## config.mk

```make
export PLATFORM = sky130hd
export DESIGN_NAME = sliced_torus_route
export DESIGN_NICKNAME = d
export VERILOG_FILES = /design/src/rtl/sliced_route_pkg.sv /design/src/rtl/ring_hop.sv /design/src/rtl/route_pick.sv /design/src/rtl/route_fsm.sv /design/src/rtl/sliced_torus_route.sv
export SDC_FILE = /design/constraint.sdc
export NUM_CORES = 1
export LEC_CHECK = 0
export BUFFER_PORTS_ARGS = -buffer_cell sky130_fd_sc_hd__buf_2
export CAP_MARGIN = 30
export CORE_UTILIZATION = 45
export CTS_CLUSTER_DIAMETER = 30
export DETAILED_ROUTE_END_ITERATION = 6
export PLACE_DENSITY = 0.75
export SYNTH_ARGS = -nofsm -noshare
export SYNTH_HDL_FRONTEND = slang
export SYNTH_HIERARCHICAL = 1
export SYNTH_SLANG_ARGS = --single-unit
```

## constraint.sdc

```tcl
create_clock -name clk -period 3.6 [get_ports clk]
set_input_delay 0.72 -clock clk [delete_from_list [all_inputs] [get_ports clk]]
set_output_delay 0.72 -clock clk [all_outputs]
set_load 0.005 [all_outputs]
```

## src/rtl/sliced_route_pkg.sv

```systemverilog
package sliced_route_pkg;

    localparam int PORT_N  = 5;
    localparam int P_EAST  = 0;
    localparam int P_WEST  = 1;
    localparam int P_NORTH = 2;
    localparam int P_SOUTH = 3;
    localparam int P_LOCAL = 4;

    typedef logic [PORT_N-1:0] port_vec_t;

    typedef enum logic [1:0] {
        ST_IDLE = 2'd0,
        ST_OPEN = 2'd1,
        ST_LAST = 2'd2
    } pkt_state_e;

    function automatic port_vec_t port_bit(input int idx);
        port_vec_t v;
        v = '0;
        v[idx] = 1'b1;
        return v;
    endfunction

endpackage

```

## src/rtl/ring_hop.sv

```systemverilog
module ring_hop #(
    parameter int RING = 8,
    parameter int W    = 3
) (
    input  logic [W-1:0] cur,
    input  logic [W-1:0] dst,
    output logic         aligned,
    output logic         fwd_shorter
);
    localparam logic [W:0] RING_V = (W+1)'(RING);

    logic [W:0] fwd_dist;
    logic [W:0] back_dist;

    always_comb begin
        if (dst >= cur)
            fwd_dist = {1'b0, dst} - {1'b0, cur};
        else
            fwd_dist = {1'b0, dst} + RING_V - {1'b0, cur};
        back_dist   = RING_V - fwd_dist;
        aligned     = (cur == dst);
        // tie goes to the always-on (forward) direction
        fwd_shorter = (fwd_dist <= back_dist);
    end
endmodule

```

## src/rtl/route_pick.sv

```systemverilog
module route_pick
    import sliced_route_pkg::*;
(
    input  logic      x_aligned,
    input  logic      x_fwd,
    input  logic      y_aligned,
    input  logic      y_fwd,
    input  logic      full_on,
    input  logic      came_west,
    input  logic      came_south,
    output port_vec_t port
);
    port_vec_t cand;

    always_comb begin
        if (x_aligned && y_aligned)
            cand = port_bit(P_LOCAL);
        else if (!x_aligned)
            cand = (!full_on || x_fwd) ? port_bit(P_EAST) : port_bit(P_WEST);
        else
            cand = (!full_on || y_fwd) ? port_bit(P_NORTH) : port_bit(P_SOUTH);

        // no turn-back from a gated direction into the always-on one
        if (cand[P_EAST] && came_west)
            port = port_bit(P_WEST);
        else if (cand[P_NORTH] && came_south)
            port = port_bit(P_SOUTH);
        else
            port = cand;
    end
endmodule

```

## src/rtl/route_fsm.sv

```systemverilog
module route_fsm
    import sliced_route_pkg::*;
(
    input  logic      clk,
    input  logic      rst_n,
    input  logic      req_valid,
    input  logic      req_head,
    input  logic      req_tail,
    input  port_vec_t next_port,
    output logic      accept,
    output port_vec_t out_port,
    output logic      out_valid
);
    pkt_state_e state, state_nx;

    assign accept = req_valid && req_head && (state != ST_OPEN);

    always_comb begin
        state_nx = state;
        unique case (state)
            ST_IDLE: if (accept) state_nx = req_tail ? ST_LAST : ST_OPEN;
            ST_OPEN: if (req_valid && req_tail) state_nx = ST_IDLE;
            ST_LAST: begin
                if (accept) state_nx = req_tail ? ST_LAST : ST_OPEN;
                else        state_nx = ST_IDLE;
            end
            default: state_nx = ST_IDLE;
        endcase
    end

    always_ff @(posedge clk) begin
        if (!rst_n) state <= ST_IDLE;
        else        state <= state_nx;
    end

    always_ff @(posedge clk) begin
        if (!rst_n) begin
            out_port  <= '0;
            out_valid <= 1'b0;
        end else if (accept) begin
            out_port  <= next_port;
            out_valid <= 1'b1;
        end else if (state_nx == ST_IDLE) begin
            out_port  <= '0;
            out_valid <= 1'b0;
        end
    end

    p_hold_r9: assert property (@(posedge clk) disable iff (!rst_n)
        (state == ST_OPEN && !(req_valid && req_tail)) |=> ($stable(out_port) && out_valid));
    p_release_r10: assert property (@(posedge clk) disable iff (!rst_n)
        (state == ST_OPEN && req_valid && req_tail) |=> (!out_valid && out_port == '0));
    p_onehot_r2: assert property (@(posedge clk) disable iff (!rst_n)
        out_valid |-> $onehot(out_port));
    p_idle_zero_r1: assert property (@(posedge clk) disable iff (!rst_n)
        !out_valid |-> (out_port == '0));
endmodule

```

## src/rtl/sliced_torus_route.sv

```systemverilog
module sliced_torus_route
    import sliced_route_pkg::*;
#(
    parameter int X_RING = 8,
    parameter int Y_RING = 8,
    localparam int MAX_RING = (X_RING > Y_RING) ? X_RING : Y_RING,
    localparam int CW = (MAX_RING > 1) ? $clog2(MAX_RING) : 1
) (
    input  logic          clk,
    input  logic          rst_n,
    input  logic          req_valid,
    input  logic          req_head,
    input  logic          req_tail,
    input  logic [CW-1:0] cur_x,
    input  logic [CW-1:0] cur_y,
    input  logic [CW-1:0] dst_x,
    input  logic [CW-1:0] dst_y,
    input  logic [4:0]    prev_dir,
    input  logic          slice_awake,
    output logic [4:0]    out_port,
    output logic          out_valid
);
    logic [CW-1:0] cur_c [2];
    logic [CW-1:0] dst_c [2];
    logic [1:0]    al;
    logic [1:0]    fwd;
    port_vec_t     pick;
    logic          accept;

    assign cur_c[0] = cur_x;
    assign cur_c[1] = cur_y;
    assign dst_c[0] = dst_x;
    assign dst_c[1] = dst_y;

    for (genvar d = 0; d < 2; d++) begin : g_dim
        localparam int RN = (d == 0) ? X_RING : Y_RING;
        ring_hop #(.RING(RN), .W(CW)) u_hop (
            .cur         (cur_c[d]),
            .dst         (dst_c[d]),
            .aligned     (al[d]),
            .fwd_shorter (fwd[d])
        );
    end

    route_pick u_pick (
        .x_aligned  (al[0]),
        .x_fwd      (fwd[0]),
        .y_aligned  (al[1]),
        .y_fwd      (fwd[1]),
        .full_on    (slice_awake),
        .came_west  (prev_dir[P_WEST]),
        .came_south (prev_dir[P_SOUTH]),
        .port       (pick)
    );

    route_fsm u_fsm (
        .clk       (clk),
        .rst_n     (rst_n),
        .req_valid (req_valid),
        .req_head  (req_head),
        .req_tail  (req_tail),
        .next_port (pick),
        .accept    (accept),
        .out_port  (out_port),
        .out_valid (out_valid)
    );

    // input assumption: legal previous direction code on head flits
    p_prev_legal_r8: assert property (@(posedge clk) disable iff (!rst_n)
        (req_valid && req_head) |-> $onehot0(prev_dir));
    p_local_r3: assert property (@(posedge clk) disable iff (!rst_n)
        (accept && cur_x == dst_x && cur_y == dst_y) |=> (out_port == 5'b10000));
    p_turnback_r8: assert property (@(posedge clk) disable iff (!rst_n)
        (accept && prev_dir[P_WEST] && !(cur_x == dst_x && cur_y == dst_y)) |=> !out_port[P_EAST]);
    p_asleep_r11: assert property (@(posedge clk) disable iff (!rst_n)
        (accept && !slice_awake && !prev_dir[P_WEST] && !prev_dir[P_SOUTH])
            |=> (!out_port[P_WEST] && !out_port[P_SOUTH]));
    p_accept_valid_r2: assert property (@(posedge clk) disable iff (!rst_n)
        accept |=> out_valid);
endmodule

```

== Yosys cells after proc, flatten, opt, wreduce, memory -nomap -nowiden ==
Cells that the tools add are included.

* Magnitude comparators: 4
* $add $sub $neg: 8
* Eq/ne operators: 5
* Reduce and logical (&&, ||, !) cells: 12
* Muxes and demuxes: 17

{| class="wikitable"
|+ Operators by type and width
! kind !! count
|-
| $mux 5 || 6
|-
| $mux 4 || 3
|-
| $mux 2 || 5
|-
| $add 3x4->4 const B || 2
|-
| $le 4x4->1 || 2
|-
| $sub 3x3->4 || 2
|-
| $sub 4x3->4 || 2
|-
| $sub 4x4->4 const A || 2
|-
| $eq 3x3->1 || 2
|-
| $ge 3x3->1 || 2
|-
| $logic_and 1x1->1 || 6
|-
| $pmux 2 s3 || 1
|-
| $logic_not 2->1 || 2
|-
| $eq 2x1->1 const B || 1
|-
| $eq 2x2->1 const B || 1
|-
| $logic_or 1x1->1 || 2
|-
| $mux 1 || 2
|-
| $ne 2x1->1 const B || 1
|-
| $reduce_bool 2->1 || 1
|-
| $logic_not 1->1 || 1
|}

* Word-level logic and storage cells: 49
* Bits in registers: 8
* Input bits: 23

== Depth between registers and ports, before layout ==
Gate-level depths: netlist of the first run.

* Depth after elaboration: 13
* Mapped depth: 10
* Mapped depth without buffers: 10

== Cells and area by module ==
The synthesis of the first run kept the hierarchy.

{| class="wikitable"
|+ Modules (own cells, without submodules)
! module !! cells each !! times used !! area each (µm²) !! seq. area each (µm²)
|-
| ring_hop || 21 || 2 || 178.9 || 0.0
|-
| route_fsm || 25 || 1 || 294.0 || 160.2
|-
| route_pick || 10 || 1 || 63.8 || 0.0
|}

== Worst setup path before layout of the first run ==
OpenSTA, ideal clock, no wires.

* Path kind: input-to-reg
* From: in dst_y[0]
* To: reg u_fsm.out_port[2]
* Buffers on the path: 0
* Stages on the path: 10
* Data arrival time: 2.600 ns
* Slack: 0.884 ns
* Library setup time: 0.117 ns
* Cells stage by stage: inv_1 > ha_1 > fa_1 > inv_1 > fa_1 > a2111oi_2 > a211oi_1 > nand2b_1 > nor3b_2 > a22o_1

* Word-level cells in the longest chain between the ends: 13
* Elaborated cells on any way between the ends: 18

{| class="wikitable"
|+ Ends and longest elaborated chain
! item !! line !! RTL
|-
| from (decl) || sliced_torus_route.sv:17 || <nowiki>input logic [CW-1:0] dst_y,</nowiki>
|-
| $add 3x4->4 || ring_hop.sv:19 || <nowiki>fwd_dist = {1'b0, dst} + RING_V - {1'b0, cur};</nowiki>
|-
| $sub 4x3->4 || ring_hop.sv:19 ||
|-
| $mux 4 (*) || ring_hop.sv:16 || <nowiki>if (dst >= cur)</nowiki>
|-
| $sub 4x4->4 || ring_hop.sv:20 || <nowiki>back_dist = RING_V - fwd_dist;</nowiki>
|-
| $le 4x4->1 (*) || ring_hop.sv:23 || <nowiki>fwd_shorter = (fwd_dist <= back_dist);</nowiki>
|-
| net fwd[1] || sliced_torus_route.sv:26 || <nowiki>logic [1:0] fwd;</nowiki>
|-
| $logic_or 1x1->1 (*) || route_pick.sv:21 || <nowiki>cand = (!full_on || y_fwd) ? port_bit(P_NORTH) : port_bit(P_SOUTH);</nowiki>
|-
| $mux 4 (*) || route_pick.sv:21 ||
|-
| $mux 5 (*) || route_pick.sv:18 || <nowiki>else if (!x_aligned)</nowiki>
|-
| $mux 5 (*) || route_pick.sv:16 || <nowiki>if (x_aligned && y_aligned)</nowiki>
|-
| $logic_and 1x1->1 || route_pick.sv:26 || <nowiki>else if (cand[P_NORTH] && came_south)</nowiki>
|-
| $mux 5 (*) || route_pick.sv:26 ||
|-
| $mux 5 (*) || route_pick.sv:24 || <nowiki>if (cand[P_EAST] && came_west)</nowiki>
|-
| net pick[2] || sliced_torus_route.sv:27 || <nowiki>port_vec_t pick;</nowiki>
|-
| $mux 5 (*) || route_fsm.sv:40 || <nowiki>end else if (accept) begin</nowiki>
|-
| to (signal assigned) || route_fsm.sv:41 || <nowiki>out_port <= next_port;</nowiki>
|-
| to (decl) || route_fsm.sv:11 || <nowiki>output port_vec_t out_port,</nowiki>
|}

Mark *: on every way through the listed nets, which the timed path passes. The rest lies on a longest branch.
A chain may end at the register's enable or synchronous reset.

== Worst setup path in the final report of the first run ==
* From: in cur_y[0]
* To: reg u_fsm.out_port[2]

* Word-level cells in the longest chain between the ends: 12
* Elaborated cells on any way between the ends: 17

{| class="wikitable"
|+ Ends and longest elaborated chain
! item !! line !! RTL
|-
| from (decl) || sliced_torus_route.sv:15 || <nowiki>input logic [CW-1:0] cur_y,</nowiki>
|-
| $sub 4x3->4, or another cell as far along || ring_hop.sv:19 ||
|-
| $mux 4 (*) || ring_hop.sv:16 ||
|-
| $sub 4x4->4 || ring_hop.sv:20 ||
|-
| $le 4x4->1 (*) || ring_hop.sv:23 ||
|-
| net fwd[1] || sliced_torus_route.sv:26 ||
|-
| $logic_or 1x1->1 (*) || route_pick.sv:21 ||
|-
| $mux 4 (*) || route_pick.sv:21 ||
|-
| $mux 5 (*) || route_pick.sv:18 ||
|-
| $mux 5 (*) || route_pick.sv:16 ||
|-
| $logic_and 1x1->1 || route_pick.sv:26 ||
|-
| $mux 5 (*) || route_pick.sv:26 ||
|-
| $mux 5 (*) || route_pick.sv:24 ||
|-
| net pick[2] || sliced_torus_route.sv:27 ||
|-
| $mux 5 (*) || route_fsm.sv:40 ||
|}

Marks and branches as above.

==> impl_metrics.yaml, run 1 <==
worst_hold_path:
  hold_path_class: "register to register"
clocking:
  clkLatencyLatePin_ns: 0.25
  clk_transition_reported_paths_ns: 0.05
  numCtsBuffers: 3
  ctsHoldBuffers: 0
  clock_sinks: 8
  cts_root_buffer: "clkbuf_4"
  cts_buffer_depth: 2
  postCtsSetupRepairBufs: 0
  cts_resized: 0
  cts_tree: "done"
  h-tree-depth: 1
timing:
  hold_ws_ns: 0.4463
  fin_worst_skew_ns: 0.001189
  rsz0062_at_grt: "false"
  tightest_slew_ns: 0.3938
  setup_ws_ns: 0.9418
  final-setup-viol-count: 0
  report.final.slew_viol_count: 0
  period_share_pct: 73.84
  period_minus_slack_ns: 2.658
  tns_ns: 0
  fmax_ghz: 0.3762
  slew_headroom_pct: 73.63
  report.final.hold_viol_count: 0
outcome:
  status: "finished, final reports clean"
pwr:
  p_leak_uw: 0.0004550
  peakVddDrop_v: 0.0001204
  total_power_uw: 237.2
  power_density_mw_per_mm2: 273.5
floorplan:
  start_util_pct: 51.49
  pin_count: 29
  core_mm2: 0.001383
  die_area_mm2: 0.001745
  rows: 13
  die_y_um: 41.78
  dieWidth_um: 41.78
route:
  dr.first_iter.drc_count: 9
  drtAntennaViolNets: 0
  vias_per_cell: 5.297
  wire_per_inst_um: 10.44
  num_vias: 625
  drcViolationCount: 0
  drtPass1Iterations: 4
  wirelength_um: 1232
global_route:
  grt-ovfl-total: 0
  track_usage_pct: 15.95
  grt_pass1_wl_um: 2145
  grt_max_degree: 7
  grt_pass1_vias: 560
  antenna_found_initial: 0
finish:
  areaGrowthSynthToFinish_pct: 21.79
  diodes: 0
  nNetsFinal: 138
  drive_gt1_share_pct: 33.98
  mostFrequentLayoutCell: "buf_2"
  final_cell_mix: "buf_2, inv_1, dfxtp_1"
  utilization_pct: 62.71
  nFillCells: 125
  seq_area_um2: 160.2
  multi_input_area_um2: 495.5
critical_path:
  critPathRequiredTime_ns: 3.74
  worst-path-max-fanout: 3
  cp.arrival_ns: 2.79
  worstSetupStartpointType: "primary input"
  path_class: "primary input to register"
  critPathCaptureType: "register"
yosys:
  syn_area_um2: 711.9
  syn_nets: 109
  yosysWarnings: 6
  syn_inst: 76
  synth_area_per_cell_um2: 9.368
placement:
  globalplace.congestion: 0.6604
  dp_slack_ns: 0.6739
  portBuffers: 25
  hpwl_um: 1066
flow_run:
  maxCapViolCount: 0
-- sequential cells by signal, indices dropped and copies added (netlist names) --
| register | flops |
|---|---|
| u_fsm/out_port | 5 |
| u_fsm/state | 2 |
| u_fsm/out_valid | 1 |
-- worst max-delay path, stage by stage --
cell	delay (ns)
buf_2	0.10
ha_1	0.21
fa_1	0.35
inv_1	0.07
fa_1	0.45
a2111oi_2	0.29
a211oi_1	0.08
nand2b_1	0.16
nor3b_2	0.15
a22o_1	0.19
-- final timing paths --
| check | cells after the start | end | slack, ns | start |
|---|---|---|---|---|
| min | 1 | u_fsm/state[1] | 0.45 | u_fsm/state[0] |
| max | 10 | u_fsm/out_port[2] | 0.94 | cur_y[0] |
| max reg2reg | 3 | u_fsm/out_port[1] | 2.53 | u_fsm/state[0] |
| min reg2reg | 1 | u_fsm/state[1] | 0.45 | u_fsm/state[0] |
-- where the power goes --
part / total, uW / internal (uW) / leakage (uW) / switching, uW
Combinational: 80.4 / 40.7 / 0.000376 / 39.7
Sequential: 92.7 / 91.3 / 0.0000649 / 1.41
Clock: 64.0 / 37.8 / 0.0000138 / 26.2
Total: 237 / 170 / 0.000455 / 67.3
-- per-layer routing --
metal | track usage (%) | wire [um]
met5 | 0 | 0
met4 | 11.61 | 0
met3 | 2.174 | 71
met2 | 25.62 | 593
met1 | 19.20 | 567
-- metrics by stage --
| stage | instance area, um2 | cells |
|---|---|---|
| 5_1_grt | 867.1 | 118 |
| 4_1_cts | 867.1 | 118 |
| 3_5_place_dp | 844.6 | 115 |
| 2_1_floorplan | 711.9 | 76 |
| 3_3_place_gp | 844.6 | 115 |
| 6_report | 867.1 | 118 |
-- layout make-up --
type / count / area share, %
Multi-Input combinational cell: 55 / 57.14
Sequential cell: 8 / 18.47
Timing Repair Buffer: 25 / 14.43
Inverter: 12 / 5.195
Clock buffer: 3 / 2.597
Tap cell: 15 / 2.165
Power figures use the tool's default switching activity.
==> inputs of run 2 (changes only) <==
==> constraint.sdc (replaced) <==
create_clock -name clk -period 2.68 [get_ports clk]
set_input_delay 0.536 -clock clk [delete_from_list [all_inputs] [get_ports clk]]
set_output_delay 0.536 -clock clk [all_outputs]
set_load 0.005 [all_outputs]
==> impl_metrics.yaml, run 2 (synthesis gave the netlist of run 1 again) <==
global_route:
  track_usage_pct: 15.59
  grt_pass1_wl_um: 2173
  grt_max_degree: 7
  grt_pass1_vias: 579
  grt-ovfl-total: 0
  antenna_found_initial: 0
finish:
  mostFrequentLayoutCell: "buf_2"
  largest_reg_flops: 5
  nNetsFinal: 138
  reg.largest.list: "u_fsm/out_port (5), u_fsm/state (2), u_fsm/out_valid (1)"
  areaGrowthSynthToFinish_pct: 21.79
  diodes: 0
  final_cell_mix: "buf_2, inv_1, dfxtp_1"
  drive_gt1_share_pct: 33.98
  regMostFlops: "u_fsm/out_port"
  nFillCells: 131
route:
  dr.first_iter.drc_count: 5
  wire_per_inst_um: 10.49
  num_vias: 605
  drtAntennaViolNets: 0
  drcViolationCount: 0
  wirelength_um: 1238
  drtPass1Iterations: 2
  vias_per_cell: 5.127
clocking:
  cts_resized: 0
  clkLatencyLatePin_ns: 0.25
  cts_tree: "done"
  clk_transition_reported_paths_ns: 0.05
  ctsHoldBuffers: 0
  h-tree-depth: 1
  cts_buffer_depth: 2
  cts_root_buffer: "clkbuf_4"
  clock_sinks: 8
  numCtsBuffers: 3
  postCtsSetupRepairBufs: 0
critical_path:
  worst-path-max-fanout: 3
  cp.arrival_ns: 2.62
  path_class: "primary input to register"
  critPathRequiredTime_ns: 2.82
  critPathCaptureType: "register"
  worstSetupStartpointType: "primary input"
  reg2reg_depth: 3
timing:
  final-setup-viol-count: 0
  period_share_pct: 92.56
  period_minus_slack_ns: 2.481
  fmax_ghz: 0.4031
  rsz0062_at_grt: "false"
  slew_headroom_pct: 73.52
  fin_worst_skew_ns: 0.005489
  report.final.hold_viol_count: 0
  tightest_slew_ns: 0.3954
  setup_ws_ns: 0.1993
  report.final.slew_viol_count: 0
  hold_ws_ns: 0.4448
floorplan:
  pin_count: 29
  core_mm2: 0.001383
  die_area_mm2: 0.001745
  die_y_um: 41.78
  dieWidth_um: 41.78
  start_util_pct: 51.49
  rows: 13
pwr:
  p_leak_uw: 0.0004550
  power_density_mw_per_mm2: 369.5
  peakVddDrop_v: 0.0001807
  total_power_uw: 320.4
flow_run:
  maxCapViolCount: 0
worst_hold_path:
  whs_path_depth: 1
  hold_path_class: "register to register"
placement:
  portBuffers: 25
  globalplace.congestion: 0.6604
  hpwl_um: 1054
  dp_slack_ns: -0.06023
outcome:
  status: "finished, final reports clean"
[run 2: final timing paths]
check,from,endpoint,slack [ns]
setup / recovery,cur_y[0],u_fsm/out_port[2],0.20
hold / removal,u_fsm/state[0],u_fsm/state[1],0.44
setup reg to reg,u_fsm/state[0],u_fsm/out_port[1],1.61
hold reg to reg,u_fsm/state[0],u_fsm/state[1],0.44
[run 2: per-stage QoR]
step                      area (um2)  TNS (ns)  instances  utilization (%)
final                          867.1         0        118            62.71
after global routing           867.1         0        118            62.71
after CTS                      867.1         0        118            62.71
after detailed placement       844.6  -0.08624        115            61.09
after global placement         844.6  -0.02777        115            61.09
after floorplan                711.9         0         76                -
[run 2: final cells by class]
type / instances / area, um2 / area share [%]
multi-input cells: 55 / 495.5 / 57.14
repair buffers: 25 / 125.1 / 14.43
inverters: 12 / 45.04 / 5.195
flip-flops and latches: 8 / 160.2 / 18.47
well taps: 15 / 18.77 / 2.165
clock buffers: 3 / 22.52 / 2.597
[run 2: worst max-delay path, stage by stage]
cell       delay (ns)
buf_2            0.10
ha_1             0.21
fa_1             0.36
inv_1            0.07
fa_1             0.45
a2111oi_2        0.29
a211oi_1         0.09
nand2b_1         0.17
nor3b_2          0.16
a22o_1           0.19
[run 2: report_power, final]
group / internal, uW / switching, uW / leakage (uW)
combinational: 54.6 / 53.3 / 0.000376
clock: 51.0 / 37.1 / 0.0000138
sequential: 123 / 1.86 / 0.0000649
[run 2: layer usage]
layer | wire [um] | up-vias | global-route usage (%)
met1 | 572 | 259 | 18.93
met3 | 76 | 0 | 0.8696
li1 | - | 325 | -
met4 | 0 | 0 | 9.677
met5 | 0 | - | 0
met2 | 588 | 21 | 26.56
